===== src/rtl/sramc_pkg.sv =====
package sramc_pkg;

    typedef enum logic [2:0] {
        PH_IDLE,
        PH_RD_ACCESS,
        PH_RD_RELEASE,
        PH_WR_SETUP,
        PH_WR_STROBE,
        PH_WR_HOLD
    } phase_e;

    typedef enum logic [1:0] {
        END_ON_WE       = 2'd0,
        END_ON_SEL_LOW  = 2'd1,
        END_ON_SEL_HIGH = 2'd2
    } wr_end_e;

    typedef struct packed {
        logic sel_n;
        logic sel;
        logic oe_n;
        logic we_n;
        logic drive;
    } strobe_t;

    localparam strobe_t STROBE_IDLE = '{sel_n: 1'b1, sel: 1'b0, oe_n: 1'b1,
                                        we_n: 1'b1, drive: 1'b0};

    // Round a nanosecond limit up to whole clocks, never below one clock.
    function automatic int unsigned ns_to_clocks(input int unsigned ns,
                                                 input int unsigned period_ps);
        int unsigned c;
        c = (ns * 1000 + period_ps - 1) / period_ps;
        return (c == 0) ? 1 : c;
    endfunction

    function automatic int unsigned max2(input int unsigned a, input int unsigned b);
        return (a > b) ? a : b;
    endfunction

    // Pin pattern for each phase. During the write phases, every strobe
    // except the terminating one is active from setup to hold; the
    // terminating strobe is active in the strobe phase only.
    function automatic strobe_t strobes_for(input phase_e ph, input wr_end_e mode);
        strobe_t s;
        s = STROBE_IDLE;
        case (ph)
            PH_RD_ACCESS: begin
                s.sel_n = 1'b0;
                s.sel   = 1'b1;
                s.oe_n  = 1'b0;
            end
            PH_WR_SETUP, PH_WR_STROBE, PH_WR_HOLD: begin
                s.drive = 1'b1;
                s.sel_n = 1'b0;
                s.sel   = 1'b1;
                s.we_n  = 1'b0;
                if (ph != PH_WR_STROBE) begin
                    case (mode)
                        END_ON_WE:      s.we_n  = 1'b1;
                        END_ON_SEL_LOW: s.sel_n = 1'b1;
                        default:        s.sel   = 1'b0;
                    endcase
                end
            end
            default: ;
        endcase
        return s;
    endfunction

endpackage


===== src/rtl/sramc_phase_timer.sv =====
module sramc_phase_timer #(
    parameter int CNT_W = 3
) (
    input  logic             clk,
    input  logic             rst,
    input  logic             load,
    input  logic [CNT_W-1:0] load_val,
    output logic             last
);
    logic [CNT_W-1:0] cnt_q;

    always_ff @(posedge clk) begin
        if (rst)
            cnt_q <= '0;
        else if (load)
            cnt_q <= load_val;
        else if (cnt_q != '0)
            cnt_q <= cnt_q - 1'b1;
    end

    assign last = (cnt_q == '0);

endmodule


===== src/rtl/sramc_sequencer.sv =====
module sramc_sequencer
    import sramc_pkg::*;
#(
    parameter int unsigned RD_LEN = 2,
    parameter int unsigned TA_LEN = 1,
    parameter int unsigned SU_LEN = 1,
    parameter int unsigned WP_LEN = 2,
    parameter int unsigned HD_LEN = 1,
    parameter int          CNT_W  = 2
) (
    input  logic   clk,
    input  logic   rst,
    input  logic   req_valid,
    input  logic   req_write,
    output phase_e phase,
    output phase_e phase_nxt,
    output logic   accept,
    output logic   capture
);
    localparam logic [CNT_W-1:0] RD_M1 = CNT_W'(RD_LEN - 1);
    localparam logic [CNT_W-1:0] TA_M1 = CNT_W'(TA_LEN - 1);
    localparam logic [CNT_W-1:0] SU_M1 = CNT_W'(SU_LEN - 1);
    localparam logic [CNT_W-1:0] WP_M1 = CNT_W'(WP_LEN - 1);
    localparam logic [CNT_W-1:0] HD_M1 = CNT_W'(HD_LEN - 1);

    phase_e           phase_q;
    logic             last;
    logic [CNT_W-1:0] len_m1;

    assign phase   = phase_q;
    assign accept  = (phase_q == PH_IDLE) && req_valid;
    assign capture = (phase_q == PH_RD_ACCESS) && last;

    always_comb begin
        phase_nxt = phase_q;
        case (phase_q)
            PH_IDLE:       if (req_valid) phase_nxt = req_write ? PH_WR_SETUP : PH_RD_ACCESS;
            PH_RD_ACCESS:  if (last) phase_nxt = PH_RD_RELEASE;
            PH_RD_RELEASE: if (last) phase_nxt = PH_IDLE;
            PH_WR_SETUP:   if (last) phase_nxt = PH_WR_STROBE;
            PH_WR_STROBE:  if (last) phase_nxt = PH_WR_HOLD;
            PH_WR_HOLD:    if (last) phase_nxt = PH_IDLE;
            default:       phase_nxt = PH_IDLE;
        endcase
    end

    always_comb begin
        case (phase_nxt)
            PH_RD_ACCESS:  len_m1 = RD_M1;
            PH_RD_RELEASE: len_m1 = TA_M1;
            PH_WR_SETUP:   len_m1 = SU_M1;
            PH_WR_STROBE:  len_m1 = WP_M1;
            PH_WR_HOLD:    len_m1 = HD_M1;
            default:       len_m1 = '0;
        endcase
    end

    sramc_phase_timer #(.CNT_W(CNT_W)) u_timer (
        .clk     (clk),
        .rst     (rst),
        .load    (phase_nxt != phase_q),
        .load_val(len_m1),
        .last    (last)
    );

    always_ff @(posedge clk) begin
        if (rst)
            phase_q <= PH_IDLE;
        else
            phase_q <= phase_nxt;
    end

    // a write always returns to idle after its hold phase.
    assert_hold_to_idle_R10: assert property (@(posedge clk) disable iff (rst)
        (phase_q == PH_WR_HOLD && phase_nxt != PH_WR_HOLD) |=> phase_q == PH_IDLE);

    // read data is captured only at the end of an access phase.
    assert_capture_then_release_R3: assert property (@(posedge clk) disable iff (rst)
        capture |=> phase_q == PH_RD_RELEASE);

endmodule


===== src/rtl/sramc_pin_driver.sv =====
module sramc_pin_driver
    import sramc_pkg::*;
#(
    parameter int      ADDR_W   = 17,
    parameter int      DATA_W   = 8,
    parameter wr_end_e END_MODE = END_ON_WE
) (
    input  logic              clk,
    input  logic              rst,
    input  logic              accept,
    input  logic              capture,
    input  phase_e            phase,
    input  phase_e            phase_nxt,
    input  logic [ADDR_W-1:0] req_addr,
    input  logic [DATA_W-1:0] req_wdata,
    input  logic [DATA_W-1:0] mem_dq_in,
    output logic [ADDR_W-1:0] mem_addr,
    output logic [DATA_W-1:0] mem_dq_out,
    output strobe_t           pins,
    output logic              rsp_valid,
    output logic [DATA_W-1:0] rsp_rdata
);
    strobe_t           pins_q;
    logic [ADDR_W-1:0] addr_q;
    logic [DATA_W-1:0] wdata_q;
    logic [DATA_W-1:0] rdata_q;
    logic              rvalid_q;

    // Strobes are registered from the next phase so each pin is a flop.
    always_ff @(posedge clk) begin
        if (rst)
            pins_q <= STROBE_IDLE;
        else
            pins_q <= strobes_for(phase_nxt, END_MODE);
    end

    always_ff @(posedge clk) begin
        if (rst) begin
            addr_q  <= '0;
            wdata_q <= '0;
        end else if (accept) begin
            addr_q  <= req_addr;
            wdata_q <= req_wdata;
        end
    end

    always_ff @(posedge clk) begin
        if (rst) begin
            rdata_q  <= '0;
            rvalid_q <= 1'b0;
        end else begin
            rvalid_q <= capture;
            if (capture)
                rdata_q <= mem_dq_in;
        end
    end

    assign pins       = pins_q;
    assign mem_addr   = addr_q;
    assign mem_dq_out = wdata_q;
    assign rsp_valid  = rvalid_q;
    assign rsp_rdata  = rdata_q;

    assert_no_contention_R8: assert property (@(posedge clk) disable iff (rst)
        !(pins_q.drive && !pins_q.oe_n));

    assert_drive_after_disable_R8: assert property (@(posedge clk) disable iff (rst)
        $rose(pins_q.drive) |-> $past(pins_q.oe_n));

    assert_oe_high_in_write_R9: assert property (@(posedge clk) disable iff (rst)
        (!pins_q.sel_n && pins_q.sel && !pins_q.we_n) |-> pins_q.oe_n);

    assert_addr_stable_R4: assert property (@(posedge clk) disable iff (rst)
        (phase != PH_IDLE && $past(phase) != PH_IDLE) |-> ($stable(addr_q) && $stable(wdata_q)));

    assert_single_pulse_R3: assert property (@(posedge clk) disable iff (rst)
        rvalid_q |=> !rvalid_q);

endmodule


===== src/rtl/sramc_top.sv =====
module sramc_top
    import sramc_pkg::*;
#(
    parameter int          ADDR_W        = 17,
    parameter int          DATA_W        = 8,
    parameter int unsigned CLK_PERIOD_PS = 8000,
    parameter int unsigned T_CYCLE_NS    = 15,
    parameter int unsigned T_PULSE_NS    = 12,
    parameter int unsigned T_SETUP_NS    = 0,
    parameter int unsigned T_RECOVER_NS  = 0,
    parameter int unsigned T_DISABLE_NS  = 5,
    parameter wr_end_e     END_MODE      = END_ON_WE
) (
    input  logic              clk,
    input  logic              rst,
    input  logic              req_valid,
    output logic              req_ready,
    input  logic              req_write,
    input  logic [ADDR_W-1:0] req_addr,
    input  logic [DATA_W-1:0] req_wdata,
    output logic              rsp_valid,
    output logic [DATA_W-1:0] rsp_rdata,
    output logic [ADDR_W-1:0] mem_addr,
    output logic [DATA_W-1:0] mem_dq_out,
    input  logic [DATA_W-1:0] mem_dq_in,
    output logic              mem_dq_oe,
    output logic              mem_sel_n,
    output logic              mem_sel,
    output logic              mem_oe_n,
    output logic              mem_we_n
);
    localparam int unsigned RD_LEN  = ns_to_clocks(T_CYCLE_NS, CLK_PERIOD_PS);
    localparam int unsigned WP_LEN  = ns_to_clocks(T_PULSE_NS, CLK_PERIOD_PS);
    localparam int unsigned SU_LEN  = ns_to_clocks(T_SETUP_NS, CLK_PERIOD_PS);
    localparam int unsigned HD_LEN  = ns_to_clocks(T_RECOVER_NS, CLK_PERIOD_PS);
    localparam int unsigned TA_LEN  = ns_to_clocks(T_DISABLE_NS, CLK_PERIOD_PS);
    localparam int unsigned MAX_LEN = max2(max2(RD_LEN, WP_LEN),
                                           max2(max2(SU_LEN, HD_LEN), TA_LEN));
    localparam int          CNT_W   = $clog2(MAX_LEN + 1);

    phase_e  phase;
    phase_e  phase_nxt;
    logic    accept;
    logic    capture;
    strobe_t pins;

    sramc_sequencer #(
        .RD_LEN(RD_LEN), .TA_LEN(TA_LEN), .SU_LEN(SU_LEN),
        .WP_LEN(WP_LEN), .HD_LEN(HD_LEN), .CNT_W(CNT_W)
    ) u_seq (
        .clk      (clk),
        .rst      (rst),
        .req_valid(req_valid),
        .req_write(req_write),
        .phase    (phase),
        .phase_nxt(phase_nxt),
        .accept   (accept),
        .capture  (capture)
    );

    sramc_pin_driver #(
        .ADDR_W(ADDR_W), .DATA_W(DATA_W), .END_MODE(END_MODE)
    ) u_pins (
        .clk       (clk),
        .rst       (rst),
        .accept    (accept),
        .capture   (capture),
        .phase     (phase),
        .phase_nxt (phase_nxt),
        .req_addr  (req_addr),
        .req_wdata (req_wdata),
        .mem_dq_in (mem_dq_in),
        .mem_addr  (mem_addr),
        .mem_dq_out(mem_dq_out),
        .pins      (pins),
        .rsp_valid (rsp_valid),
        .rsp_rdata (rsp_rdata)
    );

    assign req_ready = (phase == PH_IDLE);
    assign mem_sel_n = pins.sel_n;
    assign mem_sel   = pins.sel;
    assign mem_oe_n  = pins.oe_n;
    assign mem_we_n  = pins.we_n;
    assign mem_dq_oe = pins.drive;

    // while idle and ready, the RAM sits in standby.
    assert_standby_when_ready_R11: assert property (@(posedge clk) disable iff (rst)
        (req_ready && $past(req_ready)) |-> (mem_sel_n && !mem_sel && !mem_dq_oe));

endmodule


===== config.mk =====
export PLATFORM = sky130hd
export DESIGN_NAME = sramc_top
export DESIGN_NICKNAME = d
export VERILOG_FILES = /design/src/rtl/sramc_pkg.sv /design/src/rtl/sramc_phase_timer.sv /design/src/rtl/sramc_sequencer.sv /design/src/rtl/sramc_pin_driver.sv /design/src/rtl/sramc_top.sv
export SDC_FILE = /design/constraint.sdc
export NUM_CORES = 1
export LEC_CHECK = 0
export ABC_AREA = 0
export ABC_CLOCK_PERIOD_IN_PS = 5500
export BUFFER_PORTS_ARGS = -buffer_cell sky130_fd_sc_hd__buf_2
export CAP_MARGIN = 0
export CORE_ASPECT_RATIO = 0.6
export CORE_MARGIN = 5
export CORE_UTILIZATION = 52
export CTS_BUF_LIST = sky130_fd_sc_hd__clkbuf_8
export DETAILED_ROUTE_END_ITERATION = 12
export GPL_ROUTABILITY_DRIVEN = 0
export PLACE_DENSITY = 0.95
export SLEW_MARGIN = 20
export SYNTH_ARGS = -nofsm -noshare
export SYNTH_HDL_FRONTEND = slang
export SYNTH_HIERARCHICAL = 1
export SYNTH_SLANG_ARGS = --single-unit

===== constraint.sdc =====
create_clock -name clk -period 5.5 [get_ports clk]
set_input_delay 0 -clock clk [delete_from_list [all_inputs] [get_ports clk]]
set_output_delay 0 -clock clk [all_outputs]
set_load 0.01 [all_outputs]

# Yosys cells after proc, flatten, opt, wreduce, memory -nomap -nowiden
# Cells that the tools add are included.
# totals
reg_bits	44
input_bits	37
# op_classes
add_sub_neg	1
eq_ne	11
mux	14
n_bitwise	1
n_reduce_logical	11
# ops
op	count
2-to-1 mux 3 bit	5
case mux 3 bit (5 select lines)	1
equality test 3 bit, second input constant	4
equality test 3 x 2 -> 1 bit, second input constant	3
2-to-1 mux 2 bit	4
equality test 3 x 1 -> 1 bit, second input constant	2
OR reduction 2 bit	3
2-to-1 mux 1 bit	4
nonzero test 2 bit	2
OR reduction 4 bit	1
logical NOT 3 bit	1
inequality test 3 bit	1
inequality test 3 bit, second input constant	1
OR reduction 3 bit	1
logical AND 1 bit	2
logical NOT 2 bit	1
subtractor 2 x 1 -> 2 bit, second input constant	1
inverter 1 bit	1

# Longest topological paths before layout
# Gate-level depths: netlist of the first run.
# depth
ltp_word	7
depth_mapped	8
mapped_depth_nobuf	7

# Cells and area by module
# The synthesis of the first run kept the hierarchy.
# by_module_without_submodules
module	instances	cells_each	area_each_um2	seq_area_each_um2
sramc_pin_driver	1	122	1371.3	780.7
sramc_sequencer	1	36	294.0	60.1
sramc_phase_timer	1	12	121.4	40.0
sramc_top	1	1	10.0	0.0

# Worst setup path before layout of the first run
# No wires, ideal clock.
# synth_timing
kind	register to register
startpoint	register u_seq.u_timer.cnt_q[0]
endpoint	register u_pins.pins_q (netlist bit u_pins/pins[1])
arrival_time_ps	1655
required_ps	5365
slack_ps	3711
stages_incl_launch_ff	7
n_path_buf	1
path_cell_list	dfxtp_1 -> inv_1 -> ha_1 -> buf_4 -> nor3_1 -> o32ai_1 -> or4b_1
# synth_between
elab_chain_cells	7
elab_cells_between_ends	14
cone_classes	eq/ne: 4; mux: 6; bitwise: 1; reduce/logical: 3
# synth_lines
element	line_no	text
from (decl)	sramc_phase_timer.sv:10	logic [CNT_W-1:0] cnt_q;
from (signal assigned)	sramc_phase_timer.sv:16	cnt_q <= load_val;
from (signal assigned)	sramc_phase_timer.sv:18	cnt_q <= cnt_q - 1'b1;
logical NOT 2 bit (*)	sramc_phase_timer.sv:21	assign last = (cnt_q == '0);
via u_seq.last	sramc_sequencer.sv:27	logic last;
2-to-1 mux 3 bit (on tied branches)	--	
case mux 3 bit (5 select lines) (*)	sramc_sequencer.sv:36	case (phase_q)
via phase_nxt[0]	sramc_top.sv:42	phase_e phase_nxt;
equality test 3 x 2 -> 1 bit / equality test 3 bit (equally long branches)	sramc_pkg.sv:47	case (ph)
OR reduction 3 bit	sramc_pkg.sv:47	
inverter 1 bit (no source line)	--	
OR reduction 2 bit (no source line)	--	
to (signal assigned)	sramc_pin_driver.sv:34	pins_q <= strobes_for(phase_nxt, END_MODE);
to (decl)	sramc_pin_driver.sv:23	strobe_t pins_q;
# Mark *: on every way through the listed nets, which the timed path passes. The rest lies on a longest branch.
# A chain may end at the register's enable or synchronous reset.

# Worst setup path in the final report of the first run
# layout_timing
startpoint	register u_seq.phase_q[0] (netlist: u_seq/phase[0])
endpoint	register u_pins.addr_q[10] (netlist: u_pins/mem_addr[10])
# layout_between
elab_chain_cells	2
# layout_lines
element	line_no	text
from (decl)	sramc_sequencer.sv:26	phase_e phase_q;
from (signal assigned)	sramc_sequencer.sv:70	phase_q <= phase_nxt;
logical NOT 3 bit	sramc_sequencer.sv:31	assign accept = (phase_q == PH_IDLE) && req_valid;
logical AND 1 bit	sramc_sequencer.sv:31	
via accept	sramc_top.sv:43	logic accept;
to (signal assigned)	sramc_pin_driver.sv:42	addr_q <= req_addr;
to (decl)	sramc_pin_driver.sv:24	logic [ADDR_W-1:0] addr_q;
# The timed path passes the listed nets, and every way through them passes these cells.

==> impl_metrics.json, run 1 <==
{
  "run_status": "completed",
  "core-area_sq_um": 3280,
  "cp_slowest_cell": "nor2_4",
  "synth.avg_cell_area_sq_um": 10.5,
  "slowest_delay_ns": 0.69,
  "cts.htree.levels": 2,
  "syn2layout_area_growth_pct": 41.7,
  "postSynthCellCount": 171,
  "antenna_found_initial": 0,
  "dpl.cell_count": 281,
  "synth.largest_area_cell": "dfxtp_1",
  "routed-wl-met2_um": 2020,
  "dieWidth_um": 85.9,
  "path_clk_slew_ns": 0.08,
  "max_slew.worst_pin.slew_ns": 0.880,
  "wl_per_cell_um": 14.2,
  "cts_num_sinks": 44,
  "yosysSeqAreaShare": 0.490,
  "drtIter0Drc": 79,
  "track_usage": 0.196,
  "design_area_sq_um": 2550,
  "crit_required_ns": 5.65,
  "cp-start-kind": "flop",
  "endpoint_kind": "flop",
  "syn_area_sq_um": 1800,
  "drv_slew": 0,
  "grt_pass1_vias": 1564,
  "grt_max_degree": 48,
  "top_layer_used": "met4",
  "overflow": 0,
  "clock_latency_ns": 0.29,
  "synth_cell_types": 34,
  "ant_nets": 0,
  "die_h_um": 55.5,
  "layout-drive-gt1-share": 0.326,
  "cts_buffers": 5,
  "io_buffers": 76,
  "cts-root-buf": "clkbuf_8",
  "fin_tns_setup_ns": 0,
  "ir_drop_v": 0.000252,
  "drv_cap": 0,
  "leakagePower_uw": 0.00119,
  "syn-num-nets": 209,
  "min_path_cells": 4,
  "arrival_ns": 2.30,
  "fin_nets": 314,
  "critical_path_buf_inv_count": 0,
  "nFillCells": 221,
  "post-cts-setup-buffer-count": 0,
  "mostFrequentLayoutCell": "buf_2",
  "timing.slew.headroom": 0.412,
  "clock.fmax_mhz": 465,
  "viasPerCell": 4.93,
  "vias": 1583,
  "rows": 16,
  "worst_path_dominant_cell_family": "simple AND/OR/NAND/NOR gates",
  "antennaDiodeCount": 0,
  "critPathKind": "reg2reg",
  "io_pins": 77,
  "placed_area_sq_um": 2130,
  "start_util": 0.547,
  "clock_path_buffers": 2,
  "fin_cells": 321,
  "ys_seq_elements": 44,
  "first_pass_iters": 4,
  "fin_crit_ns": 2.15,
  "rsz0062_at_grt": "no",
  "mostFrequentLayoutCells": "buf_2 (76), dfxtp_1 (44), nor2_1 (36)",
  "ys_warn_count": 6,
  "power_density_nw_per_um2": 425,
  "die_area_sq_um": 4770,
  "cts_tree": "yes",
  "path_max_fanout": 25,
  "holdCritPathClass": "in2reg",
  "drt-met1-wl_um": 2040,
  "wl_met3_um": 439,
  "yosysTopAreaCellShare": 0.490,
  "fin_crit_sh": 0.391,
  "worst_clock_skew_ns": 0.00971,
  "path_cells": "or3b_1 -> nor2_4 -> mux2i_1 -> nor2_1",
  "grt_pass1_wl_um": 7430,
  "hold_viol": 0,
  "hpwl_um": 2710,
  "setup_viol": 0,
  "reg2regPathDepth": 4,
  "wl_um": 4540,
  "path_depth": 4,
  "drc": 0,
  "ys_top_cells_by_area": "dfxtp_1 (49%), mux2i_1 (18%), nor2_1 (7.7%)"
}
==> worst reg2reg max path, delay by kind of cell, from the launching register on <==
kind	cells	cell delay, ns
AND/OR/NAND/NOR	3	1.24
flip-flops	1	0.43
multiplexers	1	0.34
==> through the flow <==
stage | utilization | power, uW | hold WS [ns] | setup WS, ns
after CTS | 0.776 | 1080 | 0.158 | 3.40
final | 0.776 | 1080 | 0.167 | 3.35
after global routing | 0.776 | 1160 | 0.176 | 3.23
after detailed placement | 0.650 | 870 | 0.243 | 3.42
after global placement | 0.650 | 857 | 0.230 | 3.48
after floorplan | - | 788 | 0.0691 | 3.71
==> cell families (layout without fill, tap and decap cells) <==
logic type	after synthesis	after routing	share of synthesized area
simple gates	61	61	0.166
fa+ha+maj	1	1	0.00696
xor+xnor	2	2	0.00975
other cells	1	1	0.00209
mux	33	33	0.184
buf+inv	14	119	0.0675
compound gates	15	15	0.0731
flops	44	44	0.490
==> state kept, by name, indices dropped and copies added (netlist names) <==
signal               flops
u_pins/rsp_rdata         8
u_pins/mem_dq_out        8
u_pins/rsp_valid         1
u_pins/pins              5
u_pins/mem_addr         17
u_seq/phase              3
u_seq/u_timer/cnt_q      2
==> final timing paths <==
kind / slack (ns) / from / end
worst max-delay path: 3.35 / u_seq/phase[0] / u_pins/mem_addr[10]
worst min-delay path: 0.17 / req_write / u_seq/phase[1]
worst max register to register: 3.35 / u_seq/phase[0] / u_pins/mem_addr[10]
worst min register to register: 0.50 / u_pins/mem_addr[2] / u_pins/mem_addr[2]
==> final cells by class <==
type                       instances  area, sq um  area share
clock buffer                       5         68.8      0.0270
tap                               45         56.3      0.0221
timing repair buffer             110          718       0.282
inverter                           2         7.51     0.00295
multi-input combinational        113          802       0.315
clock inverter                     2         12.5     0.00491
sequential                        44          881       0.346
==> routing by layer <==
metal,track usage,vias up
met2,0.296,79
met1,0.249,710
li1,-,786
met5,0,-
met4,0.0767,0
met3,0.0788,8
==> power by group <==
part           internal, uW  switching [uW]  total (uW)
clock network          86.0             104         190
logic                   215             227         442
registers               392            57.3         450
==> timing repair <==
action	in CTS	in global routing
gates resized for setup	0	0
hold endpoints to repair	33	0
hold buffers	33	0
==> cells in the mapped netlist <==
cell type	number
a21o_1	1
a21oi_1	4
a221oi_2	1
and2b_1	1
buf_12	2
buf_2	5
buf_4	2
buf_6	3
conb_1	1
dfxtp_1	44
ha_1	1
inv_1	2
mux2i_1	33
nand2_1	3
nand2b_1	3
nand3b_1	5
nand4b_1	1
nor2_1	37
nor2b_1	4
nor3_1	2
nor3_2	1
o21a_1	1
o21ai_0	1
o21ai_2	1
o22a_1	1
o31ai_1	1
o32a_1	1
o32ai_1	1
o41ai_2	2
or3_1	2
or3b_1	1
or4b_1	1
xnor2_1	1
xor2_1	1
(Power assumes the default switching activity.)
==> inputs of run 2 (changes only) <==
--- a/config.mk
+++ b/config.mk
@@ -6,16 +6,16 @@
 export NUM_CORES = 1
 export LEC_CHECK = 0
 export ABC_AREA = 0
-export ABC_CLOCK_PERIOD_IN_PS = 5500
+export ABC_CLOCK_PERIOD_IN_PS = 1800
 export BUFFER_PORTS_ARGS = -buffer_cell sky130_fd_sc_hd__buf_2
 export CAP_MARGIN = 0
 export CORE_ASPECT_RATIO = 0.6
 export CORE_MARGIN = 5
-export CORE_UTILIZATION = 52
+export CORE_UTILIZATION = 44
 export CTS_BUF_LIST = sky130_fd_sc_hd__clkbuf_8
 export DETAILED_ROUTE_END_ITERATION = 12
 export GPL_ROUTABILITY_DRIVEN = 0
-export PLACE_DENSITY = 0.95
+export PLACE_DENSITY = 0.88
 export SLEW_MARGIN = 20
 export SYNTH_ARGS = -nofsm -noshare
 export SYNTH_HDL_FRONTEND = slang
==> constraint.sdc (replaced) <==
create_clock -name clk -period 1.8 [get_ports clk]
set_input_delay 0 -clock clk [delete_from_list [all_inputs] [get_ports clk]]
set_output_delay 0 -clock clk [all_outputs]
set_load 0.01 [all_outputs]
==> impl_metrics.json, run 2 (synthesis gave the netlist of run 1 again) <==
{
  "run_status": "completed",
  "io_pins": 77,
  "ant_nets": 0,
  "vias": 1565,
  "timing.slew.headroom": 0.450,
  "antennaDiodeCount": 0,
  "grt_pass1_wl_um": 7500,
  "fin_tns_setup_ns": 0,
  "holdCritPathClass": "in2reg",
  "track_usage": 0.175,
  "dieWidth_um": 92.5,
  "ir_drop_v": 0.000619,
  "reg2regPathDepth": 5,
  "cts_num_sinks": 44,
  "mostFrequentLayoutCell": "buf_2",
  "core-area_sq_um": 4030,
  "holdPathEnd": "u_seq/phase[1]",
  "power_density_nw_per_um2": 1350,
  "arrival_ns": 1.84,
  "reg2reg_slack_ns": 0.11,
  "clock_path_buffers": 2,
  "min_path_cells": 4,
  "fin_nets": 323,
  "reg2reg_from": "u_seq/u_timer/cnt_q[0]",
  "post-cts-setup-buffer-count": 0,
  "setup_viol": 0,
  "drtIter0Drc": 65,
  "clock_latency_ns": 0.28,
  "fin_crit_ns": 1.69,
  "die_h_um": 59.5,
  "mostFrequentLayoutCells": "buf_2 (76), dfxtp_1 (44), nor2_1 (36)",
  "worst_clock_skew_ns": 0.00623,
  "hpwl_um": 2850,
  "rows": 18,
  "wl_um": 4590,
  "cts_buffers": 5,
  "crit_required_ns": 1.95,
  "drv_slew": 0,
  "rsz0062_at_grt": "no",
  "die_area_sq_um": 5500,
  "syn2layout_area_growth_pct": 49.1,
  "cts_tree": "yes",
  "start_util": 0.446,
  "fin_crit_sh": 0.936,
  "drc": 0,
  "critPathKind": "reg2reg",
  "endpoint_kind": "flop",
  "viasPerCell": 4.66,
  "layout-drive-gt1-share": 0.360,
  "first_pass_iters": 4,
  "cts.htree.levels": 2,
  "io_buffers": 76,
  "worstHoldStart": "req_write",
  "max_slew.worst_pin.slew_ns": 0.826,
  "drv_cap": 0,
  "antenna_found_initial": 0,
  "reg2reg_to": "u_pins/pins[1]",
  "grt_max_degree": 48,
  "path_max_fanout": 9,
  "path_clk_slew_ns": 0.08,
  "largest_reg_flops": 17,
  "hold_viol": 0,
  "power_uw": 3620,
  "cp-start-kind": "flop",
  "wl_per_cell_um": 13.6,
  "clock.fmax_mhz": 593,
  "leakagePower_uw": 0.00126,
  "cts-root-buf": "clkbuf_8",
  "overflow": 0,
  "grt_pass1_vias": 1590
}
-- run 2: cell count changes in the layout (fill, tap and decap cells not counted), sizes merged --
cell	before	now
inv	2	3
buf	77	86
clkinvlp	1	0
bufinv	0	1
-- run 2: metrics by stage --
| stage | hold WS, ns | utilization | cells | worst slack, ns | cell area, sq um |
|---|---|---|---|---|---|
| 3_3_place_gp | 0.231 | 0.552 | 295 | 0.0637 | 2230 |
| 2_1_floorplan | 0.0691 | - | 171 | 0.0108 | 1800 |
| 5_1_grt | 0.169 | 0.664 | 336 | 0.0544 | 2680 |
| 6_report | 0.164 | 0.664 | 336 | 0.115 | 2680 |
| 4_1_cts | 0.158 | 0.664 | 336 | 0.0365 | 2680 |
| 3_5_place_dp | 0.243 | 0.552 | 295 | -0.0280 | 2230 |
-- run 2: layout make-up --
type,count,area [sq um]
Fill cell,337,1350
Sequential cell,44,881
Multi-Input combinational cell,113,822
Timing Repair Buffer,119,798
Clock buffer,5,68.8
Tap cell,50,62.6
Clock inverter,3,38.8
Inverter,2,7.51
-- run 2: metal layers --
metal,GRT usage,share of wire,vias up
li1,-,-,806
met1,0.204,0.42,704
met2,0.319,0.50,53
met3,0.0571,0.072,2
met4,0.0381,0.0031,0
met5,0,0,-
-- run 2: repair_timing --
action / 4_1_cts / 5_1_grt
endpoints found under the setup margin: 3 / 6
gates cloned: 0 / 0
resized for setup: 2 / 1
hold endpoints to repair: 33 / 0
hold buffers: 33 / 0
-- run 2: where the power goes --
part           internal [uW]  switching, uW  total (uW)
sequential              1200            144        1340
clock                    406            312         718
combinational            798            764        1560
-- run 2: critical path, cell delays in order (launching register included) --
cell,delay (ns)
dfxtp_1,0.35
inv_1,0.05
ha_2,0.24
nor3_2,0.26
o32ai_2,0.12
or4b_1,0.52
-- run 2: how the worst max path moves through the flow --
stage                                      start              to  slack (ns)
after floorplan           u_seq/u_timer/cnt_q[0]  u_pins/pins[1]        0.01
after global placement    u_seq/u_timer/cnt_q[0]  u_pins/pins[2]        0.06
after detailed placement  u_seq/u_timer/cnt_q[0]  u_pins/pins[2]       -0.03
after CTS                 u_seq/u_timer/cnt_q[0]  u_pins/pins[1]        0.04
after global routing      u_seq/u_timer/cnt_q[0]  u_pins/pins[2]        0.05
final                     u_seq/u_timer/cnt_q[0]  u_pins/pins[1]        0.11
==> inputs of run 3 (changes only) <==
--- a/config.mk
+++ b/config.mk
@@ -6,16 +6,16 @@
 export NUM_CORES = 1
 export LEC_CHECK = 0
 export ABC_AREA = 0
-export ABC_CLOCK_PERIOD_IN_PS = 1800
+export ABC_CLOCK_PERIOD_IN_PS = 1950
 export BUFFER_PORTS_ARGS = -buffer_cell sky130_fd_sc_hd__buf_2
 export CAP_MARGIN = 0
 export CORE_ASPECT_RATIO = 0.6
 export CORE_MARGIN = 5
-export CORE_UTILIZATION = 44
+export CORE_UTILIZATION = 52
 export CTS_BUF_LIST = sky130_fd_sc_hd__clkbuf_8
 export DETAILED_ROUTE_END_ITERATION = 12
 export GPL_ROUTABILITY_DRIVEN = 0
-export PLACE_DENSITY = 0.88
+export PLACE_DENSITY = 0.95
 export SLEW_MARGIN = 20
 export SYNTH_ARGS = -nofsm -noshare
 export SYNTH_HDL_FRONTEND = slang
==> constraint.sdc (replaced) <==
create_clock -name clk -period 1.95 [get_ports clk]
set_input_delay 0.2925 -clock clk [delete_from_list [all_inputs] [get_ports clk]]
set_output_delay 0.2925 -clock clk [all_outputs]
set_load 0.01 [all_outputs]
==> impl_metrics.json, run 3 (synthesis gave the netlist of run 1 again) <==
{
  "run_status": "completed",
  "ir_drop_v": 0.000812,
  "worst_clock_skew_ns": 0.00698,
  "timing.slew.headroom": 0.472,
  "power_uw": 3090,
  "drtIter0Drc": 74,
  "grt_pass1_vias": 1401,
  "wl_um": 3830,
  "drv_cap": 0,
  "global_route.usage.met1": 0.205,
  "clock.fmax_mhz": 562,
  "grt_use_met2": 0.250,
  "grt_pass1_wl_um": 6410,
  "track_usage": 0.165,
  "max_slew.worst_pin.slew_ns": 0.792,
  "viasPerCell": 4.87,
  "core-area_sq_um": 3280,
  "vias": 1437,
  "post-cts-setup-buffer-count": 0,
  "clock_path_buffers": 2,
  "path_clk_slew_ns": 0.08,
  "antenna_found_initial": 0,
  "layout-drive-gt1-share": 0.396,
  "fin_crit_sh": 0.913,
  "io_pins": 77,
  "fin_tns_setup_ns": 0,
  "grt_max_degree": 48,
  "mostFrequentLayoutCells": "buf_2 (76), dfxtp_1 (44), nor2_1 (36)",
  "wl_per_cell_um": 13.0,
  "cts_tree": "yes",
  "clock_latency_ns": 0.28,
  "drv_slew": 0,
  "power_density_nw_per_um2": 1350,
  "hpwl_um": 2870,
  "placed_area_sq_um": 2190,
  "holdCritPathClass": "in2reg",
  "fin_crit_ns": 1.78,
  "endpoint_kind": "flop",
  "largest_reg_flops": 17,
  "die_h_um": 55.5,
  "use_met3": 0.0788,
  "timing.final.ws_setup_ns": 0.169,
  "leakagePower_uw": 0.00109,
  "cp-start-kind": "flop",
  "fin_nets": 287,
  "drc": 0,
  "arrival_ns": 1.94,
  "cts_num_sinks": 44,
  "ant_nets": 0,
  "cts.htree.levels": 2,
  "crit_required_ns": 2.11,
  "design_area_sq_um": 2290,
  "first_pass_iters": 4,
  "mostFrequentLayoutCell": "buf_2",
  "rsz0062_at_grt": "no",
  "busiest_layer": "met2",
  "critPathKind": "reg2reg",
  "cts_buffers": 5,
  "cts-root-buf": "clkbuf_8",
  "start_util": 0.547,
  "hold_viol": 0,
  "dieWidth_um": 85.9,
  "nFillCells": 261,
  "pre_cts_ws_ns": 0.0823,
  "syn2layout_area_growth_pct": 27.6,
  "setup_viol": 0,
  "die_area_sq_um": 4770,
  "antennaDiodeCount": 0,
  "rows": 16,
  "io_buffers": 76,
  "path_max_fanout": 9,
  "overflow": 0
}
run 3: path summary, 6_finish.rpt:
check,startpoint,slack (ns),cells past startpoint,to
max reg2reg,u_seq/u_timer/cnt_q[0],0.17,5,u_pins/pins[1]
min,mem_dq_in[3],0.24,3,u_pins/rsp_rdata[3]
max,u_seq/u_timer/cnt_q[0],0.17,5,u_pins/pins[1]
min reg2reg,u_pins/rsp_rdata[3],0.49,2,u_pins/rsp_rdata[3]
run 3: worst max-delay path, cell delays in order (launching register included):
cell and delay, ns:
dfxtp_1 0.36, inv_1 0.05, ha_1 0.31, nor3_2 0.30, o32ai_2 0.13, or4b_1 0.51
run 3: stage by stage:
stage / cells / util / hold slack, ns
after global placement: 287 / 0.668 / 0.465
after CTS: 295 / 0.694 / 0.228
after floorplan: 171 / - / 0.362
after detailed placement: 287 / 0.668 / 0.481
after global routing: 295 / 0.698 / 0.235
final: 295 / 0.698 / 0.239
run 3: report_power, final:
| group | internal (uW) | switching [uW] |
|---|---|---|
| clock network | 250 | 296 |
| logic | 641 | 656 |
| registers | 1110 | 139 |
| total | 2000 | 1090 |
run 3: layout make-up:
| class | count | area (sq um) | share of cell area |
|---|---|---|---|
| repair buffers | 83 | 445 | 0.194 |
| inverters | 2 | 7.51 | 0.00328 |
| clock buffers | 5 | 68.8 | 0.0300 |
| multi-input cells | 113 | 815 | 0.355 |
| flip-flops and latches | 44 | 881 | 0.384 |
| clock inverters | 3 | 18.8 | 0.00819 |
| well taps | 45 | 56.3 | 0.0246 |
run 3: repair_timing:
action / CTS / global route
hold buffers: 0 / 0
gates resized for setup: 0 / 2
endpoints found under the setup margin: 0 / 3
run 3: routing by layer:
metal,routed length (um),share of wire,up-vias
met1,1750,0.46,649
met2,1680,0.44,49
li1,-,-,737
met3,387,0.10,2
met4,19,0.0050,0
met5,0,0,-
